File: config.mk
export PLATFORM = sky130hd
export DESIGN_NAME = reload_gated_timer
export DESIGN_NICKNAME = d
export VERILOG_FILES = /design/src/rtl/rgt_pkg.sv /design/src/rtl/rgt_count.sv /design/src/rtl/rgt_repeat.sv /design/src/rtl/rgt_gate.sv /design/src/rtl/reload_gated_timer.sv
export SDC_FILE = /design/constraint.sdc
export NUM_CORES = 1
export LEC_CHECK = 0
export BUFFER_PORTS_ARGS = -buffer_cell sky130_fd_sc_hd__buf_2
export CELL_PAD_IN_SITES_DETAIL_PLACEMENT = 0
export CELL_PAD_IN_SITES_GLOBAL_PLACEMENT = 1
export CORE_UTILIZATION = 35
export CTS_CLUSTER_DIAMETER = 80
export DETAILED_ROUTE_END_ITERATION = 8
export HOLD_SLACK_MARGIN = 0.02
export PLACE_DENSITY_LB_ADDON = 0.3
export SYNTH_ARGS = -nofsm -noshare
export SYNTH_HDL_FRONTEND = slang
export SYNTH_HIERARCHICAL = 1
export SYNTH_SLANG_ARGS = --single-unit
export TNS_END_PERCENT = 5
File: constraint.sdc
create_clock -name clk -period 3 [get_ports clk]
set_input_delay 0.3 -clock clk [delete_from_list [all_inputs] [get_ports clk]]
set_output_delay 0.3 -clock clk [all_outputs]
set_load 0.05 [all_outputs]
File: src/rtl/rgt_pkg.sv
package rgt_pkg;
  localparam int unsigned RGT_CW = 16;
  localparam int unsigned RGT_RW = 8;

  typedef struct packed {
    logic zero;
    logic load;
    logic cmp;
  } rgt_evt_t;
endpackage

File: src/rtl/rgt_count.sv
module rgt_count
  import rgt_pkg::*;
#(
  parameter int unsigned CW = RGT_CW
) (
  input  logic          clk,
  input  logic          rst_n,
  input  logic          enable,
  input  logic          halt,
  input  logic [CW-1:0] load_val,
  input  logic [CW-1:0] cmp_val,
  output rgt_evt_t      raw_evt,
  output logic          reload,
  output logic          pwm_out
);
  logic [CW-1:0] cnt_q;
  logic          en_q;
  logic          reload_q;
  logic          run, start, cmp_hit;

  assign run     = !halt && enable && en_q;
  assign start   = !halt && enable && !en_q;
  assign reload  = run && (cnt_q == '0);
  assign cmp_hit = run && (cnt_q == cmp_val);

  assign raw_evt.zero = reload;
  assign raw_evt.load = reload_q && !halt;
  assign raw_evt.cmp  = cmp_hit;

  always_ff @(posedge clk) begin
    if (!rst_n) begin
      cnt_q    <= '0;
      en_q     <= 1'b0;
      reload_q <= 1'b0;
      pwm_out  <= 1'b0;
    end else if (!halt) begin
      en_q     <= enable;
      reload_q <= reload;
      if (start)                cnt_q <= load_val;
      else if (run && reload)   cnt_q <= load_val;
      else if (run)             cnt_q <= cnt_q - 1'b1;
      if (start || reload)      pwm_out <= 1'b1;
      else if (cmp_hit)         pwm_out <= 1'b0;
    end
  end

  p_halt_hold_r8: assert property (@(posedge clk) disable iff (!rst_n)
    halt |=> $stable(cnt_q) && $stable(pwm_out) && $stable(reload_q));
  p_reload_val_r2: assert property (@(posedge clk) disable iff (!rst_n)
    reload |=> cnt_q == $past(load_val));
  p_down_step_r2: assert property (@(posedge clk) disable iff (!rst_n)
    (run && cnt_q != '0) |=> cnt_q == $past(cnt_q) - 1'b1);
endmodule

File: src/rtl/rgt_repeat.sv
module rgt_repeat
  import rgt_pkg::*;
#(
  parameter int unsigned RW = RGT_RW
) (
  input  logic          clk,
  input  logic          rst_n,
  input  logic          reload,
  input  logic [RW-1:0] rep_match,
  output logic [RW-1:0] rc_next,
  output logic          rep_evt
);
  logic [RW-1:0] rc_q;
  logic          hit;

  assign hit = reload && (rc_q == rep_match);

  always_comb begin
    rc_next = rc_q;
    if (reload) rc_next = hit ? '0 : RW'(rc_q + 1'b1);
  end

  always_ff @(posedge clk) begin
    if (!rst_n) begin
      rc_q    <= '0;
      rep_evt <= 1'b0;
    end else begin
      rc_q    <= rc_next;
      rep_evt <= hit;
    end
  end

  p_hold_r3: assert property (@(posedge clk) disable iff (!rst_n)
    !reload |=> $stable(rc_q));
  p_step_r3: assert property (@(posedge clk) disable iff (!rst_n)
    (reload && rc_q != rep_match) |=> rc_q == RW'($past(rc_q) + 1'b1));
  p_wrap_r4: assert property (@(posedge clk) disable iff (!rst_n)
    (reload && rc_q == rep_match) |=> rc_q == '0 && rep_evt);
  p_pulse_r4: assert property (@(posedge clk) disable iff (!rst_n)
    !reload |=> !rep_evt);
endmodule

File: src/rtl/rgt_gate.sv
module rgt_gate
  import rgt_pkg::*;
#(
  parameter int unsigned RW = RGT_RW
) (
  input  logic          clk,
  input  logic          rst_n,
  input  rgt_evt_t      raw_evt,
  input  logic [RW-1:0] rc_next,
  input  logic          sup_lz,
  input  logic          sup_cmp,
  output rgt_evt_t      out_evt
);
  logic rc_zero, pass_lz, pass_cmp;

  assign rc_zero  = (rc_next == '0);
  assign pass_lz  = !sup_lz || rc_zero;
  assign pass_cmp = !sup_cmp || rc_zero;

  always_ff @(posedge clk) begin
    if (!rst_n) begin
      out_evt <= '0;
    end else begin
      out_evt.zero <= raw_evt.zero && pass_lz;
      out_evt.load <= raw_evt.load && pass_lz;
      out_evt.cmp  <= raw_evt.cmp && pass_cmp;
    end
  end

  p_block_lz_r5: assert property (@(posedge clk) disable iff (!rst_n)
    (sup_lz && rc_next != '0) |=> !out_evt.zero && !out_evt.load);
  p_block_cmp_r6: assert property (@(posedge clk) disable iff (!rst_n)
    (sup_cmp && rc_next != '0) |=> !out_evt.cmp);
  p_no_spurious_r2: assert property (@(posedge clk) disable iff (!rst_n)
    !raw_evt.zero |=> !out_evt.zero);
endmodule

File: src/rtl/reload_gated_timer.sv
module reload_gated_timer
  import rgt_pkg::*;
#(
  parameter int unsigned CW = RGT_CW,
  parameter int unsigned RW = RGT_RW
) (
  input  logic          clk,
  input  logic          rst_n,
  input  logic          enable,
  input  logic          dbg_halt,
  input  logic          fault_halt,
  input  logic [CW-1:0] load_val,
  input  logic [CW-1:0] cmp_val,
  input  logic [RW-1:0] rep_match,
  input  logic          sup_lz,
  input  logic          sup_cmp,
  output logic          zero_evt,
  output logic          load_evt,
  output logic          cmp_evt,
  output logic          rep_evt,
  output logic          pwm_out
);
  logic          halt;
  logic          reload;
  logic [RW-1:0] rc_next;
  rgt_evt_t      raw_evt, out_evt;

  assign halt = dbg_halt || fault_halt;

  rgt_count #(.CW(CW)) u_count (
    .clk(clk), .rst_n(rst_n), .enable(enable), .halt(halt),
    .load_val(load_val), .cmp_val(cmp_val),
    .raw_evt(raw_evt), .reload(reload), .pwm_out(pwm_out)
  );

  rgt_repeat #(.RW(RW)) u_repeat (
    .clk(clk), .rst_n(rst_n), .reload(reload), .rep_match(rep_match),
    .rc_next(rc_next), .rep_evt(rep_evt)
  );

  rgt_gate #(.RW(RW)) u_gate (
    .clk(clk), .rst_n(rst_n), .raw_evt(raw_evt), .rc_next(rc_next),
    .sup_lz(sup_lz), .sup_cmp(sup_cmp), .out_evt(out_evt)
  );

  assign zero_evt = out_evt.zero;
  assign load_evt = out_evt.load;
  assign cmp_evt  = out_evt.cmp;

  p_halt_quiet_r8: assert property (@(posedge clk) disable iff (!rst_n)
    halt |=> !zero_evt && !cmp_evt && !rep_evt);
endmodule

==> metrics.md <==
| Metric | Value |
|---|---|
| Status | `finished clean` |
| FF-to-FF End | `u_gate/out_evt[1]` |
| Share of the synthesized area in the top cell type | `29.52%` |
| Final Hold Fails | `0` |
| Die W | `79.50 µm` |
| Placed Cells | `379` |
| CTS Sinks | `31` |
| Area growth, synth to finish | `23.15%` |
| Crit-path slowest cell | `or4_4` |
| Largest stage delay, worst path | `0.57 ns` |
| Top FF cell, synth | `dfxtp_1` |
| FF-to-FF Start | `u_count/cnt_q[6]` |
| TritonCTS clock tree | `yes` |
| Crit path cell chain | `or4_4, nor4_4, nand2_1, nor3_4, buf_4, mux2i_1, nor2_1, nor4_2, a21boi_1, nor2_1` |
| Number of remaining DRC errors | `0` |
| Post-synth net total | `308` |
| H-tree depth | `2` |
| Tmin final | `2.738 ns` |
| Ports | `52` |
| Crit Path Category | `register to register` |
| Initial Util | `37.26%` |
| R2R depth | `10` |
| CP Launch Type | `register` |
| Period utilization | `91.26%` |
| ANT cells | `0` |
| Slew @ Worst Pin | `0.5669 ns` |
| Syn Inst Count | `259` |
| Fillers | `591` |
| Final hold slack | `0.1827 ns` |
| GRT Total Usage | `19.57%` |
| Clock slew at reported path FFs | `0.07 ns` |
| Worst vdd ir | `0.0001732 V` |
| Top cells by area, synth | `dfxtp_1, xnor2_1, nor2_1, nor3_1, xor2_1` |
| Core area | `5642 µm²` |
| Post-synthesis sequential area ratio | `29.52%` |
| Final std cells w/o fill | `388` |
| Pin count of the biggest net entering global routing | `27` |
| Post-place instance area | `2445 µm²` |
| Synth cell count leaders | `dfxtp_1, nor2_1, xnor2_1` |
| Port Buffers | `51` |
| Setup violators final | `0` |
| Crit path depth | `10` |
| Crit path top cell by count | `nor2_1` |
| Ys async rst share | `0%` |
| Final HPWL DP | `4.344 mm` |
| YS warnings | `6` |
| Peak Freq | `365.3 MHz` |
| Worst Path Buf+Inv | `1` |
| #FFs+latches synth | `31` |
| Synth Cell Area | `2102 µm²` |
| Detailed Routing Iterations Pass 1 | `4` |
| Worst hold path type | `input port to register` |
| Power Density | `433.7 nW/µm²` |
| EDFF count, synth | `0` |
| Leak | `1.065 nW` |
| R2R Setup Slk | `0.26 ns` |
| CP top delay family | `simple AND/OR/NAND/NOR gates` |
| Critical path capture point type | `register` |
| Most frequent cell after synthesis | `dfxtp_1` |
| Vias in the first global route | `1963` |
| Die area | `6319 µm²` |
| Gr ovfl total | `0` |
| Avg WL per Cell | `15.13 µm` |
| CP Data Arrival Time | `2.96 ns` |
| Detailed Route WL | `5.870 mm` |
| Capture point of the worst path | `u_gate/out_evt[1]` |
| First-pass GRT wire length | `9.487 mm` |
| Routability cong. | `0.7768` |
| Post-synth cell types | `58` |
| WP data required | `3.22 ns` |
| Max-Cap Viols | `0` |
| Routed Antenna Nets | `0` |
| Via count | `2056` |
| Worst Setup SP | `u_count/cnt_q[6]` |
| Ratio of cells with drive above 1 in the final layout | `29.75%` |
| Area leader, netlist | `dfxtp_1` |
| CTS Buffer Depth | `2` |
| CP max FO | `6` |
| Row count | `27` |
| CTS Root Cell | `clkbuf_8` |
| Design Area, Final | `2589 µm²` |
| Die Y | `79.50 µm` |
| Worst-Skew Late Latency | `0.28 ns` |
| Antenna violations before repair | `0` |
| Avg Cell Area, Syn | `8.116 µm²` |
| Worst slew margin | `62.21%` |
| Overall power | `1.123 mW` |
| Max Slew Vio Count | `0` |
| Vias per cell | `5.299` |
| TritonCTS buffer count | `5` |
| Fin nets | `364` |
| First DRT Iteration DRCs | `66` |
| Setup Skew | `0.008071 ns` |
| Setup bufs post-CTS | `0` |
## kinds of logic (layout without fill, tap and decap cells)
kind of cell	Yosys count	after routing	share of synthesized area, %
muxes	5	5	2.441
adders and majority gates	2	2	1.190
DFF	31	31	29.52
AOI/OAI and AO/OA	43	43	15.30
xor gates and xnor gates	31	31	12.92
and+or+nand+nor	121	122	31.73
buffers and inverters	26	82	6.904
## through the flow
stage,setup WS [ns],setup TNS [ns],utilization (%)
after floorplan,0.02125,0,-
after global placement,0.09153,0,43.34
after detailed placement,0.02160,0,43.34
after CTS,0.001325,0,45.42
after global routing,-0.04952,-0.1344,45.89
final,0.2622,0,45.89
## where the power goes
part           switching, mW  total (mW)  leakage [nW]  internal [mW]
Combinational          0.141       0.253         0.752          0.112
Sequential            0.0136       0.438         0.252          0.424
Clock                  0.164       0.432        0.0612          0.269
Total                  0.319        1.12          1.06          0.804
## how the worst min path moves through the flow
stage | from | endpoint | depth (start not counted)
2_1_floorplan | sup_cmp | u_gate/out_evt[0] | 1
3_3_place_gp | u_count/reload_q | u_count/reload_q | 2
3_5_place_dp | u_count/pwm_out | u_count/pwm_out | 2
4_1_cts | sup_cmp | u_gate/out_evt[0] | 2
5_1_grt | sup_cmp | u_gate/out_evt[0] | 2
6_report | sup_cmp | u_gate/out_evt[0] | 2
## cells in the final DEF (no fill, tap or decap), drive strengths merged, types with 2 or more instances in the layout
| cell type | n |
|---|---|
| o211ai | 2 |
| nand2b | 4 |
| buf | 66 |
| nor2b | 2 |
| clkinv | 2 |
| a32oi | 2 |
| o41ai | 2 |
| a211oi | 2 |
| and4 | 2 |
| o31ai | 2 |
| o21ai | 10 |
| nor2 | 30 |
| nor3 | 21 |
| o22ai | 4 |
| or4 | 2 |
| o311a | 2 |
| nand2 | 21 |
| ha | 2 |
| dfxtp | 31 |
| xor2 | 9 |
| or2 | 3 |
| a21oi | 6 |
| nand3 | 9 |
| o311ai | 2 |
| and3 | 2 |
| mux2i | 4 |
| clkbuf | 6 |
| xnor2 | 22 |
| a21boi | 3 |
| inv | 7 |
| o221ai | 2 |
| nand4 | 8 |
| nor4 | 11 |
| and2 | 2 |
| or3 | 3 |
## routing by layer
layer	vias to the layer above	track usage [%]	share of wire, %
li1	1046	-	-
met1	938	25.76	47
met2	62	30.26	45
met3	10	4.914	5.8
met4	0	7.818	2.1
met5	-	0	0
## what timing repair did
action,4_1_cts,5_1_grt
hold buffers,0,0
setup endpoints to repair,0,3
endpoints found under the hold margin,0,0
resized for setup,0,3
## sequential cells by signal, indices dropped and copies added (netlist names)
signal,cells
u_gate/out_evt,3
u_count/pwm_out,1
u_count/cnt_q,16
u_count/en_q,1
u_repeat/rep_evt,1
u_repeat/rc_q,8
u_count/reload_q,1
## layout make-up
| cell class | count | area [µm²] | area share, % |
|---|---|---|---|
| multi-input combinational | 203 | 1363 | 52.63 |
| timing repair buffer | 66 | 367.9 | 14.21 |
| inverter | 8 | 30.03 | 1.160 |
| clock buffer | 6 | 82.58 | 3.190 |
| sequential | 31 | 620.6 | 23.97 |
| tap | 72 | 90.09 | 3.480 |
| clock inverter | 2 | 35.03 | 1.353 |
Note: power is estimated with default switching activity, not from simulation.
